`config.mk`:
```
export PLATFORM = sky130hd
export DESIGN_NAME = uart_dreg_if
export DESIGN_NICKNAME = d
export VERILOG_FILES = /design/src/rtl/uart_dreg_pkg.sv /design/src/rtl/dreg_access_fsm.sv /design/src/rtl/dreg_ctrl_file.sv /design/src/rtl/dreg_tx_stage.sv /design/src/rtl/dreg_rx_side.sv /design/src/rtl/uart_dreg_if.sv
export SDC_FILE = /design/constraint.sdc
export NUM_CORES = 1
export LEC_CHECK = 0
export BUFFER_PORTS_ARGS = -buffer_cell sky130_fd_sc_hd__buf_2
export CORE_MARGIN = 2
export CORE_UTILIZATION = 44
export DETAILED_ROUTE_END_ITERATION = 7
export PLACE_DENSITY = 0.78
export SYNTH_ARGS = -nofsm -noshare
export SYNTH_HDL_FRONTEND = slang
export SYNTH_SLANG_ARGS = --single-unit
```
`constraint.sdc`:
```
create_clock -name clk -period 1 [get_ports clk]
set_input_delay 0.15 -clock clk [delete_from_list [all_inputs] [get_ports clk]]
set_output_delay 0.15 -clock clk [all_outputs]
set_load 0.1 [all_outputs]
```
`src/rtl/uart_dreg_pkg.sv`:
```
package uart_dreg_pkg;

    typedef enum logic [1:0] {
        ST_IDLE = 2'd0,
        ST_PUSH = 2'd1,
        ST_POP  = 2'd2
    } acc_state_e;

    localparam logic [1:0] ADR_DATA  = 2'd0;
    localparam logic [1:0] ADR_CTRL  = 2'd1;
    localparam logic [1:0] ADR_EXT   = 2'd2;
    localparam logic [1:0] ADR_SPARE = 2'd3;

    localparam int CB_PE_EN = 0;
    localparam int CB_FE_EN = 1;
    localparam int CB_T8    = 6;
    localparam int CB_R8    = 7;

endpackage

```
`src/rtl/dreg_access_fsm.sv`:
```
module dreg_access_fsm
    import uart_dreg_pkg::*;
(
    input  logic clk,
    input  logic rst_n,
    input  logic wr_data_hit,
    input  logic rd_data_hit,
    output logic tx_push,
    output logic rx_pop
);

    acc_state_e state_q;
    acc_state_e state_d;

    always_comb begin
        unique case (1'b1)
            wr_data_hit: state_d = ST_PUSH;
            rd_data_hit: state_d = ST_POP;
            default:     state_d = ST_IDLE;
        endcase
    end

    always_ff @(posedge clk or negedge rst_n) begin
        if (!rst_n) begin
            state_q <= ST_IDLE;
        end else begin
            state_q <= state_d;
        end
    end

    always_comb begin
        tx_push = 1'b0;
        rx_pop  = 1'b0;
        unique case (state_q)
            ST_IDLE: begin end
            ST_PUSH: tx_push = 1'b1;
            ST_POP:  rx_pop  = 1'b1;
            default: begin end
        endcase
    end

endmodule

```
`src/rtl/dreg_ctrl_file.sv`:
```
module dreg_ctrl_file
    import uart_dreg_pkg::*;
#(
    parameter int DATA_W = 8
) (
    input  logic              clk,
    input  logic              rst_n,
    input  logic              ctrl_wr,
    input  logic [DATA_W-1:0] wdata,
    output logic              t8_hold,
    output logic              fe_en,
    output logic              pe_en
);

    always_ff @(posedge clk or negedge rst_n) begin
        if (!rst_n) begin
            t8_hold <= 1'b0;
            fe_en   <= 1'b0;
            pe_en   <= 1'b0;
        end else if (ctrl_wr) begin
            t8_hold <= wdata[CB_T8];
            fe_en   <= wdata[CB_FE_EN];
            pe_en   <= wdata[CB_PE_EN];
        end
    end

endmodule

```
`src/rtl/dreg_tx_stage.sv`:
```
module dreg_tx_stage #(
    parameter int DATA_W = 8,
    localparam int WORD_W = DATA_W + 1
) (
    input  logic              clk,
    input  logic              rst_n,
    input  logic              wr_data_hit,
    input  logic [DATA_W-1:0] wdata,
    input  logic              t8_hold,
    output logic [WORD_W-1:0] tx_word
);

    always_ff @(posedge clk or negedge rst_n) begin
        if (!rst_n) begin
            tx_word <= '0;
        end else if (wr_data_hit) begin
            tx_word <= {t8_hold, wdata};
        end
    end

endmodule

```
`src/rtl/dreg_rx_side.sv`:
```
module dreg_rx_side
    import uart_dreg_pkg::*;
#(
    parameter int DATA_W = 8,
    parameter int EXT_W  = 2,
    parameter int LVL_W  = 5,
    parameter int ADDR_W = 2,
    localparam int WORD_W = DATA_W + 1
) (
    input  logic              clk,
    input  logic              rst_n,
    input  logic              rd_any,
    input  logic              rd_data_hit,
    input  logic [ADDR_W-1:0] addr,
    input  logic [WORD_W-1:0] rx_head,
    input  logic [EXT_W-1:0]  rx_ext,
    input  logic [LVL_W-1:0]  rx_level,
    input  logic [LVL_W-1:0]  rx_water,
    input  logic              t8_hold,
    input  logic              fe_en,
    input  logic              pe_en,
    input  logic              rx_fe,
    input  logic              rx_pf,
    output logic [DATA_W-1:0] rdata,
    output logic              rx_ready,
    output logic              err_irq
);

    logic [DATA_W-1:0] rd_mux;
    logic              at_water;

    always_comb begin
        rd_mux = '0;
        unique case (addr)
            ADR_DATA:  rd_mux = rx_head[DATA_W-1:0];
            ADR_CTRL: begin
                rd_mux[CB_R8]    = rx_head[DATA_W];
                rd_mux[CB_T8]    = t8_hold;
                rd_mux[CB_FE_EN] = fe_en;
                rd_mux[CB_PE_EN] = pe_en;
            end
            ADR_EXT:   rd_mux[EXT_W-1:0] = rx_ext;
            default:   rd_mux = '0;
        endcase
    end

    always_ff @(posedge clk or negedge rst_n) begin
        if (!rst_n) begin
            rdata <= '0;
        end else if (rd_any) begin
            rdata <= rd_mux;
        end
    end

    assign at_water = (rx_level >= rx_water);

    always_ff @(posedge clk or negedge rst_n) begin
        if (!rst_n) begin
            rx_ready <= 1'b0;
        end else if (at_water) begin
            rx_ready <= 1'b1;
        end else if (rd_data_hit) begin
            rx_ready <= 1'b0;
        end
    end

    assign err_irq = (rx_fe & fe_en) | (rx_pf & pe_en);

endmodule

```
`src/rtl/uart_dreg_if.sv`:
```
module uart_dreg_if
    import uart_dreg_pkg::*;
#(
    parameter int DATA_W = 8,
    parameter int EXT_W  = 2,
    parameter int LVL_W  = 5,
    parameter int ADDR_W = 2,
    localparam int WORD_W = DATA_W + 1
) (
    input  logic              clk,
    input  logic              rst_n,
    input  logic              bus_sel,
    input  logic              bus_wr,
    input  logic              bus_rd,
    input  logic [ADDR_W-1:0] bus_addr,
    input  logic [DATA_W-1:0] bus_wdata,
    output logic [DATA_W-1:0] bus_rdata,
    output logic [WORD_W-1:0] tx_word,
    output logic              tx_push,
    input  logic [WORD_W-1:0] rx_head,
    input  logic [EXT_W-1:0]  rx_ext,
    input  logic [LVL_W-1:0]  rx_level,
    input  logic [LVL_W-1:0]  rx_water,
    output logic              rx_pop,
    input  logic              rx_fe,
    input  logic              rx_pf,
    output logic              rx_ready,
    output logic              err_irq
);

    logic wr_any, rd_any;
    logic wr_data_hit, rd_data_hit, ctrl_wr;
    logic t8_hold, fe_en, pe_en;

    assign wr_any      = bus_sel & bus_wr;
    assign rd_any      = bus_sel & bus_rd & ~bus_wr;
    assign wr_data_hit = wr_any & (bus_addr == ADR_DATA);
    assign rd_data_hit = rd_any & (bus_addr == ADR_DATA);
    assign ctrl_wr     = wr_any & (bus_addr == ADR_CTRL);

    dreg_access_fsm u_fsm (
        .clk         (clk),
        .rst_n       (rst_n),
        .wr_data_hit (wr_data_hit),
        .rd_data_hit (rd_data_hit),
        .tx_push     (tx_push),
        .rx_pop      (rx_pop)
    );

    dreg_ctrl_file #(.DATA_W(DATA_W)) u_ctrl (
        .clk     (clk),
        .rst_n   (rst_n),
        .ctrl_wr (ctrl_wr),
        .wdata   (bus_wdata),
        .t8_hold (t8_hold),
        .fe_en   (fe_en),
        .pe_en   (pe_en)
    );

    dreg_tx_stage #(.DATA_W(DATA_W)) u_tx (
        .clk         (clk),
        .rst_n       (rst_n),
        .wr_data_hit (wr_data_hit),
        .wdata       (bus_wdata),
        .t8_hold     (t8_hold),
        .tx_word     (tx_word)
    );

    dreg_rx_side #(
        .DATA_W (DATA_W),
        .EXT_W  (EXT_W),
        .LVL_W  (LVL_W),
        .ADDR_W (ADDR_W)
    ) u_rx (
        .clk         (clk),
        .rst_n       (rst_n),
        .rd_any      (rd_any),
        .rd_data_hit (rd_data_hit),
        .addr        (bus_addr),
        .rx_head     (rx_head),
        .rx_ext      (rx_ext),
        .rx_level    (rx_level),
        .rx_water    (rx_water),
        .t8_hold     (t8_hold),
        .fe_en       (fe_en),
        .pe_en       (pe_en),
        .rx_fe       (rx_fe),
        .rx_pf       (rx_pf),
        .rdata       (bus_rdata),
        .rx_ready    (rx_ready),
        .err_irq     (err_irq)
    );

endmodule

```
==> flow_metrics.env <==
export IMPL_ir_drop_v=0.00167
export IMPL_drv_cap=0
export IMPL_dieArea_um2=3010
export IMPL_wirelength_um=2670
export IMPL_firstDrtPassIters=4
export IMPL_critPathLaunchType="register"
export IMPL_fin_ws_ns=-0.288
export IMPL_hp_start="bus_wdata[7]"
export IMPL_critPathRequiredTime_ns=0.85
export IMPL_synthCells=91
export IMPL_clockBufferDepth=2
export IMPL_synthesis_nets=134
export IMPL_post_place_ws_ns=-0.163
export IMPL_final_cell_mix="buf_2, buf_12, dfrtp_2"
export IMPL_relSlewSlack=0.677
export IMPL_gp_congestion=0.769
export IMPL_diodes=0
export IMPL_grt_pass1_wl_um=4370
export IMPL_placementRows=18
export IMPL_cts_root_buf="clkbuf_4"
export IMPL_worst_hold_slack_ns=0.0637
export IMPL_crit_type="register to output pin"
export IMPL_rr_startpoint="u_ctrl.fe_en"
export IMPL_ios=59
export IMPL_arrival_ns=1.14
export IMPL_ys_types=26
export IMPL_end_kind="output pin"
export IMPL_nNetsFinal=207
export IMPL_reg2reg_slack_ns=-0.14
export IMPL_clk_pin_slew_ns=0.12
export IMPL_min_to="u_tx.tx_word[7]"
export IMPL_hold_path_class="input port to register"
export IMPL_dieHeight_um=54.8
export IMPL_fillerInstances=152
export IMPL_final_cells=193
export IMPL_cellPowerDensity_nw_per_um2=2000
export IMPL_die_x_um=54.8
export IMPL_hold_path_depth=2
export IMPL_dp_cells=183
export IMPL_track_usage=0.207
export IMPL_viasPerCell=4.90
export IMPL_worstMarginPinSlew_ns=0.484
export IMPL_final_antenna_net_count=0
export IMPL_portBuffers=58
export IMPL_final_common_cell="buf_2"
export IMPL_drive_gt1_frac=0.687
export IMPL_grt_antenna_before_repair=0
export IMPL_drv_slew=0
export IMPL_grt_pass1_vias=1025
export IMPL_coreArea_um2=2450
export IMPL_syn_avg_cell_area_um2=12.5
export IMPL_syn_to_final_growth_pct=69.4
export IMPL_cts_made_buffers=3
export IMPL_first_iter_violations=6
export IMPL_finalClockSkew_ns=0.00312
export IMPL_rsz0062_at_grt="true"
export IMPL_cp_max_fo=2
export IMPL_vias=945
export IMPL_reg2reg_depth=4
export IMPL_htreeDepth=1
export IMPL_finalSetupViolations=23
export IMPL_grt_max_degree=24
export IMPL_status="finished with violations"
export IMPL_rr_endpoint="u_ctrl.fe_en"
export IMPL_dpl_hpwl_um=2190
export IMPL_cts_sinks=23
export IMPL_wire_per_inst_um=13.8
export IMPL_synth_warning_count=0
export IMPL_ys_seq_elements=23
export IMPL_drc_errors=0
export IMPL_post_route_period_util=1.29
export IMPL_grt_overflow_total=0
export IMPL_hold_viol_final=0
export IMPL_tritoncts="yes"
export IMPL_min_period_ns=1.29
export IMPL_fmax_mhz=777
export IMPL_violations="negative setup slack"
export IMPL_leakagePower_nw=0.945
export IMPL_yosysSeqAreaShare=0.506
export IMPL_synth_area_um2=1140
export IMPL_clkLatencyLatePin_ns=0.30
export IMPL_initial_core_util=0.463
export IMPL_post_route_util=0.785
where the power goes:
group          total (mW)  internal [mW]  switching, mW
Clock               0.418          0.149          0.269
Combinational        2.16          0.869           1.29
Sequential           1.28           1.11          0.169
Total                3.85           2.13           1.73
per-layer routing:
layer,track usage,routed length (um)
met5,0,0
met4,0.108,38
met3,0.0546,179
met2,0.365,1500
met1,0.225,953
synth_stat cells:
cell / instances / share of area
dfrtp_1: 23 / 0.51
and3_4: 1 / 0.0099
nor3_1: 1 / 0.0044
mux2_4: 9 / 0.12
buf_2: 1 / 0.0044
buf_6: 2 / 0.020
ha_1: 5 / 0.055
inv_1: 6 / 0.020
o21ai_0: 6 / 0.026
nand2_1: 13 / 0.043
nand3_1: 1 / 0.0044
a21oi_1: 1 / 0.0044
nor2b_4: 1 / 0.012
nand3b_1: 1 / 0.0066
a31oi_1: 1 / 0.0055
o31ai_1: 2 / 0.013
a21o_1: 1 / 0.0066
o221ai_1: 1 / 0.0077
buf_12: 1 / 0.018
nor2_4: 1 / 0.0099
a22o_1: 1 / 0.0077
a2bb2oi_1: 2 / 0.015
nand2b_1: 1 / 0.0055
nor2b_1: 2 / 0.011
mux2i_1: 4 / 0.035
mux2_2: 3 / 0.030
worst max path at each step:
stage	start	slack (ns)	cells past startpoint	end
global placement	bus_addr[1]	-0.12	4	u_tx.tx_word[3]
global route	u_ctrl.fe_en	-0.32	2	err_irq
finish	u_ctrl.fe_en	-0.29	2	err_irq
detailed placement	bus_addr[1]	-0.16	5	u_ctrl.t8_hold
floorplan	bus_addr[1]	-0.13	5	u_tx.tx_word[0]
CTS	u_ctrl.fe_en	-0.30	2	err_irq
cell type report:
| cell class | instances | area (um2) | share of cell area |
|---|---|---|---|
| clock inverters | 1 | 5.00 | 0.00260 |
| inverters | 6 | 22.5 | 0.0117 |
| multi-input cells | 58 | 522 | 0.271 |
| repair buffers | 72 | 717 | 0.372 |
| clock buffers | 3 | 22.5 | 0.0117 |
| well taps | 30 | 37.5 | 0.0195 |
| flip-flops and latches | 23 | 601 | 0.312 |
critical path: stages (launching register included):
cell and delay (ns):
dfrtp_1 0.41, a22o_4 0.26, buf_12 0.16
flip-flops by register name (all words and copies together) (netlist names):
signal          count
u_rx.rx_ready       1
u_ctrl.t8_hold      1
u_rx.rdata          8
u_tx.tx_word        9
u_ctrl.pe_en        1
u_ctrl.fe_en        1
u_fsm.state_q       2
cell families after synthesis:
| kind of cell | after synthesis | share of synthesized area |
|---|---|---|
| multiplexers | 16 | 0.184 |
| AND/OR/NAND/NOR | 22 | 0.107 |
| AO/OA/AOI/OAI | 15 | 0.0869 |
| flip-flops | 23 | 0.506 |
| buffers and inverters | 10 | 0.0616 |
| adder cells (fa/ha/maj) | 5 | 0.0550 |
timing repair:
item | 4_1_cts | 5_1_grt
pin swaps | 1 | 0
hold endpoints to repair | 23 | 0
buffers inserted | 4 | 1
setup endpoints to repair | 21 | 23
gates resized for setup | 2 | 2
hold buffers | 1 | 0
through the flow:
stage                     total power, mW  TNS, ns  area [um2]
after floorplan                      2.52    -1.27        1190
after detailed placement             3.38    -2.04        1830
after global placement               3.33    -1.49        1830
after CTS                            3.87    -2.44        1910
final                                3.85    -2.32        1930
after global routing                 4.01    -3.17        1930
(Power assumes the default switching activity.)
